==> src/rtl/booth_mul_pkg.sv <==
package booth_mul_pkg;

  typedef enum logic [1:0] {
    STEP_HOLD = 2'd0,
    STEP_ADD  = 2'd1,
    STEP_SUB  = 2'd2
  } step_op_e;

endpackage

==> src/rtl/booth_step_dec.sv <==
module booth_step_dec
  import booth_mul_pkg::*;
(
  input  logic     signed_mode_i,
  input  logic     cur_bit_i,
  input  logic     prev_bit_i,
  output step_op_e op_o
);

  always_comb begin
    if (signed_mode_i) begin
      case ({cur_bit_i, prev_bit_i})
        2'b10:   op_o = STEP_SUB;
        2'b01:   op_o = STEP_ADD;
        default: op_o = STEP_HOLD;
      endcase
    end else begin
      op_o = cur_bit_i ? STEP_ADD : STEP_HOLD;
    end
  end

endmodule

==> src/rtl/booth_addsub.sv <==
module booth_addsub
  import booth_mul_pkg::*;
#(
  parameter int N = 32
) (
  input  logic [N-1:0] acc_i,
  input  logic [N-1:0] mcand_i,
  input  logic         sext_i,
  input  step_op_e     op_i,
  output logic [N:0]   res_o
);

  logic [N:0] acc_ext;
  logic [N:0] mc_ext;

  always_comb begin
    acc_ext = {sext_i & acc_i[N-1], acc_i};
    mc_ext  = {sext_i & mcand_i[N-1], mcand_i};
    case (op_i)
      STEP_ADD: res_o = acc_ext + mc_ext;
      STEP_SUB: res_o = acc_ext - mc_ext;
      default:  res_o = acc_ext;
    endcase
  end

endmodule

==> src/rtl/booth_iter_cnt.sv <==
module booth_iter_cnt #(
  parameter int N = 32
) (
  input  logic clk,
  input  logic rst,
  input  logic load_i,
  input  logic step_i,
  output logic last_o
);

  localparam int CW = (N > 1) ? $clog2(N) : 1;
  localparam logic [CW-1:0] LAST_VAL = CW'(N - 1);

  logic [CW-1:0] cnt_q;

  always_ff @(posedge clk) begin
    if (rst || load_i) begin
      cnt_q <= '0;
    end else if (step_i) begin
      cnt_q <= last_o ? '0 : cnt_q + 1'b1;
    end
  end

  assign last_o = (cnt_q == LAST_VAL);


  cnt_wrap_chk: assert property (@(posedge clk) disable iff (rst)
    (step_i && last_o && !load_i) |=> (cnt_q == '0));

endmodule

==> src/rtl/booth_seq_mul.sv <==
module booth_seq_mul
  import booth_mul_pkg::*;
#(
  parameter int N = 32
) (
  input  logic         clk,
  input  logic         rst,
  input  logic         start_i,
  input  logic         signed_i,
  input  logic [N-1:0] mcand_i,
  input  logic [N-1:0] mplier_i,
  output logic         busy_o,
  output logic         done_o,
  output logic [N-1:0] hi_o,
  output logic [N-1:0] lo_o
);

  logic [N-1:0] upper_q, lower_q, mcand_q, hi_q, lo_q;
  logic         xbit_q, sgn_q, busy_q, done_q;
  logic         accept, last;
  logic [N:0]   sum;
  logic [N-1:0] upper_nx, lower_nx;
  step_op_e     op;

  assign accept = start_i && !busy_q;

  booth_step_dec u_dec (
    .signed_mode_i (sgn_q),
    .cur_bit_i     (lower_q[0]),
    .prev_bit_i    (xbit_q),
    .op_o          (op)
  );

  booth_addsub #(.N(N)) u_alu (
    .acc_i   (upper_q),
    .mcand_i (mcand_q),
    .sext_i  (sgn_q),
    .op_i    (op),
    .res_o   (sum)
  );

  booth_iter_cnt #(.N(N)) u_cnt (
    .clk    (clk),
    .rst    (rst),
    .load_i (accept),
    .step_i (busy_q),
    .last_o (last)
  );

  // one-place right shift of {guard, upper, lower}
  assign upper_nx = sum[N:1];
  assign lower_nx = {sum[0], lower_q[N-1:1]};

  always_ff @(posedge clk) begin
    if (rst) begin
      upper_q <= '0;
      lower_q <= '0;
      mcand_q <= '0;
      xbit_q  <= 1'b0;
      sgn_q   <= 1'b0;
      busy_q  <= 1'b0;
      done_q  <= 1'b0;
      hi_q    <= '0;
      lo_q    <= '0;
    end else begin
      done_q <= 1'b0;
      if (accept) begin
        upper_q <= '0;
        lower_q <= mplier_i;
        mcand_q <= mcand_i;
        xbit_q  <= 1'b0;
        sgn_q   <= signed_i;
        busy_q  <= 1'b1;
      end else if (busy_q) begin
        upper_q <= upper_nx;
        lower_q <= lower_nx;
        xbit_q  <= lower_q[0];
        if (last) begin
          busy_q <= 1'b0;
          done_q <= 1'b1;
          hi_q   <= upper_nx;
          lo_q   <= lower_nx;
        end
      end
    end
  end

  assign busy_o = busy_q;
  assign done_o = done_q;
  assign hi_o   = hi_q;
  assign lo_o   = lo_q;


  load_state_chk: assert property (@(posedge clk) disable iff (rst)
    accept |=> (busy_q && upper_q == '0 && lower_q == $past(mplier_i) && !xbit_q));


  no_sub_unsigned_chk: assert property (@(posedge clk) disable iff (rst)
    (busy_q && !sgn_q) |-> (op != STEP_SUB));


  start_ignored_chk: assert property (@(posedge clk) disable iff (rst)
    (busy_q && !last && start_i) |=> (busy_q && $stable(mcand_q) && $stable(sgn_q)));


  result_hold_chk: assert property (@(posedge clk) disable iff (rst)
    (busy_o && $past(busy_o)) |-> ($stable(hi_o) && $stable(lo_o)));


  done_pulse_chk: assert property (@(posedge clk) disable iff (rst)
    done_o |=> !done_o);


  done_idle_chk: assert property (@(posedge clk) disable iff (rst)
    done_o |-> !busy_o);

endmodule

==> config.mk <==
export PLATFORM = sky130hd
export DESIGN_NAME = booth_seq_mul
export DESIGN_NICKNAME = d
export VERILOG_FILES = /design/src/rtl/booth_mul_pkg.sv /design/src/rtl/booth_step_dec.sv /design/src/rtl/booth_addsub.sv /design/src/rtl/booth_iter_cnt.sv /design/src/rtl/booth_seq_mul.sv
export SDC_FILE = /design/constraint.sdc
export NUM_CORES = 1
export LEC_CHECK = 0
export BUFFER_PORTS_ARGS = -buffer_cell sky130_fd_sc_hd__buf_2
export CELL_PAD_IN_SITES_DETAIL_PLACEMENT = 1
export CELL_PAD_IN_SITES_GLOBAL_PLACEMENT = 2
export CORE_MARGIN = 3
export CORE_UTILIZATION = 37
export DETAILED_ROUTE_END_ITERATION = 12
export GPL_ROUTABILITY_DRIVEN = 0
export PLACE_DENSITY_LB_ADDON = 0.1
export SLEW_MARGIN = 5
export SYNTH_ARGS = -nofsm -noshare
export SYNTH_HDL_FRONTEND = slang
export SYNTH_SLANG_ARGS = --single-unit
==> constraint.sdc <==
create_clock -name clk -period 10.6 [get_ports clk]
set_input_delay 0.53 -clock clk [delete_from_list [all_inputs] [get_ports clk]]
set_output_delay 0.53 -clock clk [all_outputs]
set_load 0.02 [all_outputs]
# ---- Word-level counts from Yosys, hierarchy flattened
# Cells that the tools add are included.
# W data, S select, Z words.
dict set report word_totals {
  ff_bits 169
  in_bits 68
  output_inout_bits 66
  word_cells 40
}
dict set report classes {
  add_sub_neg 3
  n_eq_ne 5
  mux 11
  bitwise_logic 4
  n_reduce_logical 7
}
# cell n
set op_table {}
lappend op_table {{$pmux W33 S2} 1}
lappend op_table {{$mux W32} 2}
lappend op_table {{$add A33 B33 Y33} 1}
lappend op_table {{$sub A33 B33 Y33} 1}
lappend op_table {{$add A5 B1 Y5 const B} 1}
lappend op_table {{$eq A5 B5 Y1 const B} 1}
lappend op_table {{$mux W1} 5}
lappend op_table {{$mux W5} 1}
lappend op_table {{$eq A2 B1 Y1 const B} 2}
lappend op_table {{$eq A2 B2 Y1 const B} 2}
lappend op_table {{$pmux W2 S2} 1}
lappend op_table {{$reduce_and A3 Y1} 1}
lappend op_table {{$reduce_or A3 Y1} 1}
lappend op_table {{$and A1 B1 Y1} 2}
lappend op_table {{$mux W2} 1}
lappend op_table {{$not A1 Y1} 2}
lappend op_table {{$reduce_bool A2 Y1} 1}
lappend op_table {{$reduce_or A2 Y1} 1}
lappend op_table {{$logic_and A1 B1 Y1} 1}
lappend op_table {{$logic_not A1 Y1} 1}
lappend op_table {{$logic_or A1 B1 Y1} 1}

# ---- Depth between registers and ports, before layout
dict set report logic_depth {
  word_depth 7
  mapped_depth 21
  depth_no_buf 20
}

# ---- Modules after synthesis
# From an unflattened synthesis, not the netlist that was laid out.
dict set report hier_totals {
  hier_cells 1190
  area_unflattened_um2 9447.8
}
# mod n_inst cells_each area_per_inst_um2 seq_area_each_um2
set by_module_without_submodules {}
lappend by_module_without_submodules {booth_seq_mul 1 714 6296.0 3283.1}
lappend by_module_without_submodules {booth_addsub 1 449 2895.3 0.0}
lappend by_module_without_submodules {booth_iter_cnt 1 22 229.0 100.1}
lappend by_module_without_submodules {booth_step_dec 1 5 27.5 0.0}

# ---- Least setup slack after synthesis
# Ideal clock, no wire load.
dict set report synth_path {
  path_type {reg2reg}
  startpoint {register mcand_q[2]}
  endpoint {register hi_q[31], in the netlist hi_o[31]}
  arrival_ps 4151
  required_time_ps 10471
  slack_ps 6320
  stages_incl_launch_ff 20
  n_path_buf 1
  cell_sequence {dfxtp_1 or3_4 or3_1 nor3_1 nand2b_1 nor3_1 a21o_1 xor2_1 ha_1 clkbuf_1 a21o_1 a21oi_1 nor2b_1 o21bai_1 o31a_1 o21ai_2 nand2_1 xnor2_1 a2111oi_2 nor3_2}
}
dict set report synth_between {
  elab_chain_cells 2
  elab_cells_between_ends 3
  cone_classes {add/sub (2); mux (1)}
}
# element line
set synth_lines {}
lappend synth_lines {{start, declared} booth_seq_mul.sv:18} ;# logic [N-1:0] upper_q, lower_q, mcand_q, hi_q, lo_q;
lappend synth_lines {{start signal, assigned} booth_seq_mul.sv:70} ;# mcand_q <= mcand_i;
lappend synth_lines {{$sub A33 B33 Y33 or $add A33 B33 Y33 (tied branches)} {booth_addsub.sv:21, booth_addsub.sv:20}}
lappend synth_lines {{$pmux W33 S2 *} booth_addsub.sv:19} ;# case (op_i)
lappend synth_lines {{end signal, assigned} booth_seq_mul.sv:81} ;# hi_q <= upper_nx;
lappend synth_lines {{end, declared} booth_seq_mul.sv:18}
# Every way passes the cells marked *; elsewhere a longest branch is shown, timed or not.
# A chain may end at the register's enable or synchronous reset.

# ---- Final worst setup path
# Same ends and word-level chain as after synthesis.

==> results.py <==
metrics = {
    "drt": {
        "wl_met3_um": 718,
        "drt_iter0_drc": 425,
        "met1_length_um": 12700,
        "drc": 0,
        "num_vias": 7638,
        "via_per_inst": 5.20,
        "wl_met2_um": 10300,
        "top_layer_used": "met4",
        "dr.pass1.iters": 4,
        "wl_um": 24000,
        "ant_nets": 0,
        "wire_per_inst_um": 16.3,
    },
    "timing": {
        "final-setup-viol-count": 0,
        "tns_ns": 0,
        "period_needed_ns": 4.77,
        "drv_slew": 0,
        "rsz0062_at_grt": "false",
        "slew_headroom": 0.363,
        "fmaxAchievable_mhz": 210,
        "period_share": 0.450,
        "fin_skew_ns": 0.0117,
        "worst_pin_slew_ns": 0.956,
        "whs_ns": 0.327,
        "hold_violations": 0,
    },
    "logic_synthesis": {
        "ys_types": 65,
        "ys_seq_area_frac": 0.385,
        "synthDominantCellAreaShare": 0.385,
        "synth_common_cells": "169 x dfxtp_1, 145 x nor2_1, 120 x nand2_1, 110 x a21oi_1, 64 x clkbuf_1",
        "synth.most_common_cell": "dfxtp_1",
        "ys_warn_count": 0,
        "yosys-top-cells-area": "dfxtp_1 39%, mux2i_1 6.5%, a21oi_1 6.3%",
        "syn_inst": 1051,
        "synth_area_per_cell_sq_um": 8.36,
        "syn-num-nets": 1156,
        "synth-seq-cells": 169,
        "ys.flop_type": "dfxtp_1",
        "synth_enable_flop_cells": 0,
        "syn-cell-area_sq_um": 8780,
        "synthArstFlopShare": 0,
        "synth_largest_area_cell": "dfxtp_1",
    },
    "placement": {
        "placed_area_sq_um": 9680,
        "placed_cells": 1438,
        "place.port_buffers": 133,
        "place_hpwl_um": 16900,
    },
    "critical_path": {
        "cp_data_required_time_ns": 10.91,
        "r2r-start": "mcand_q[2]",
        "cp_max_fo": 7,
        "endpoint_kind": "flip-flop",
        "r2r_cells": 19,
        "reg2reg_slack_ns": 5.83,
        "cp.arrival_ns": 5.09,
        "setup.worst_path.start": "mcand_q[2]",
        "crit_type": "reg -> reg",
        "reg2reg_to": "hi_o[31]",
        "cp-start-kind": "flip-flop",
    },
    "final_layout": {
        "fin_cells": 1470,
        "nFillCells": 2819,
        "syn_to_final_growth_pct": 17.1,
        "final_cell_area_sq_um": 10300,
        "drive_above_1_share": 0.175,
        "diodes": 0,
        "fin_nets": 1249,
    },
    "hold_path": {
        "worstHoldPathType": "in -> reg",
        "min_to": "mcand_q[7]",
        "worstHoldPathCells": 3,
        "hp-start": "mcand_i[7]",
    },
    "global_route": {
        "antenna_found_initial": 0,
        "grt_usage": 0.185,
        "grt_max_degree": 83,
        "grt_pass1_wl_um": 39500,
        "grt-ovfl-total": 0,
        "grt_pass1_vias": 7559,
    },
    "job": {
        "drv_cap": 0,
    },
    "clock_tree": {
        "htreeDepth": 4,
        "clock_latency_ns": 0.43,
        "cts_buffers": 17,
        "hold_buffers": 0,
        "cts_tree": "yes",
        "cts.sinks": 169,
        "root_buffer": "clkbuf_16",
        "clock_path_buffers": 2,
        "clk_pin_slew_ns": 0.08,
        "postCtsSetupRepairBufs": 0,
        "cts-resized-gates": 0,
    },
    "die": {
        "pin_count": 134,
        "core_area_sq_um": 23000,
        "die_w_um": 160,
        "start_util": 0.382,
        "fp.dieH_um": 160,
        "die-area_sq_um": 25600,
        "num_rows": 55,
    },
    "pwr": {
        "ir_drop_v": 0.0000756,
        "comb_power_share": 0.183,
        "p_seq_frac": 0.423,
        "p_leak_nw": 4.41,
        "switching_share": 0.317,
        "p_per_area_nw_per_um2": 156,
        "clock_power_share": 0.393,
        "p_sw_mw": 0.507,
        "p_int_mw": 1.09,
    },
    "status": {
        "outcome": "complete, no violations",
    },
}
-- worst max path at each step --
| stage | cells after the start | slack [ns] | end |
|---|---|---|---|
| floorplan | 19 | 6.32 | hi_o[31] |
| global placement | 19 | 5.90 | hi_o[31] |
| global route | 19 | 5.33 | hi_o[31] |
| CTS | 19 | 5.77 | hi_o[31] |
| detailed placement | 19 | 5.83 | hi_o[31] |
| finish | 19 | 5.83 | hi_o[31] |
-- flip-flops by register name, summed over array words and instances (netlist names), 5 cells and up --
| name | flops |
|---|---|
| lower_q | 32 |
| u_cnt.cnt_q | 5 |
| lo_o | 32 |
| hi_o | 32 |
| upper_q | 32 |
| mcand_q | 32 |
-- layout by cell type (no fill, tap or decap), types with 5 or more instances in the layout --
master / instances
dfxtp_1: 168
a211oi_1: 18
o211ai_1: 7
nand3_1: 8
buf_4: 10
buf_2: 133
a31oi_1: 9
ha_1: 35
a21oi_1: 109
a22o_1: 42
nor2_1: 145
xor2_1: 11
inv_1: 10
o21ai_1: 22
xnor2_1: 46
o21a_1: 6
clkinv_8: 5
nor2b_1: 10
mux2i_1: 57
clkbuf_16: 17
nand2b_1: 9
a21o_1: 19
nand2_1: 120
nor3_1: 12
o21ai_0: 40
-- power by group through the flow --
stage               clock, mW  sequential, mW  combinational, mW
global route            0.677           0.681              0.331
detailed placement          0           0.692              0.294
floorplan                   0           0.685              0.224
CTS                     0.648           0.677              0.296
finish                  0.629           0.677              0.293
global placement            0           0.692              0.290
-- layout make-up --
type,instances,area (sq um),share of cell area
Multi-Input combinational cell,802,5120,0.498
Sequential cell,169,3390,0.329
Timing Repair Buffer,143,741,0.0720
Clock buffer,17,425,0.0414
Tap cell,313,392,0.0381
Clock inverter,15,178,0.0173
Inverter,11,41.3,0.00401
-- metal layers --
layer	vias to the layer above	global-route usage
li1	3898	-
met2	130	0.288
met3	18	0.0265
met1	3592	0.271
met5	-	0
met4	0	0.0430
-- worst max-delay path, cell delays in order (launching register included) --
cell	delay [ns]
dfxtp_1	0.36
or3_4	0.42
or3_1	0.33
nor3_1	0.21
nand2b_1	0.16
nor3_1	0.32
a21o_1	0.28
o21ai_1	0.11
xnor2_1	0.15
ha_1	0.38
a21oi_1	0.27
nor2b_1	0.07
o21a_1	0.18
o21bai_1	0.17
o21ai_0	0.12
o21ai_2	0.29
nand2_1	0.17
xnor2_1	0.19
a2111oi_2	0.40
nor3_2	0.08
-- stage by stage --
step	util	power, mW	setup slack, ns
floorplan	-	0.909	6.32
detailed placement	0.421	0.986	5.83
global placement	0.421	0.982	5.90
CTS	0.447	1.62	5.77
global route	0.447	1.69	5.33
finish	0.447	1.60	5.83
-- logic make-up after synthesis --
logic type | Yosys count | share of synthesized area
AOI/OAI and AO/OA | 303 | 0.221
xor gates and xnor gates | 57 | 0.0568
adders and majority gates | 37 | 0.0536
buffers and inverters | 80 | 0.0342
DFF | 169 | 0.385
muxes | 60 | 0.0688
and+or+nand+nor | 345 | 0.180
No activity file was read; power rests on OpenSTA's default activity.
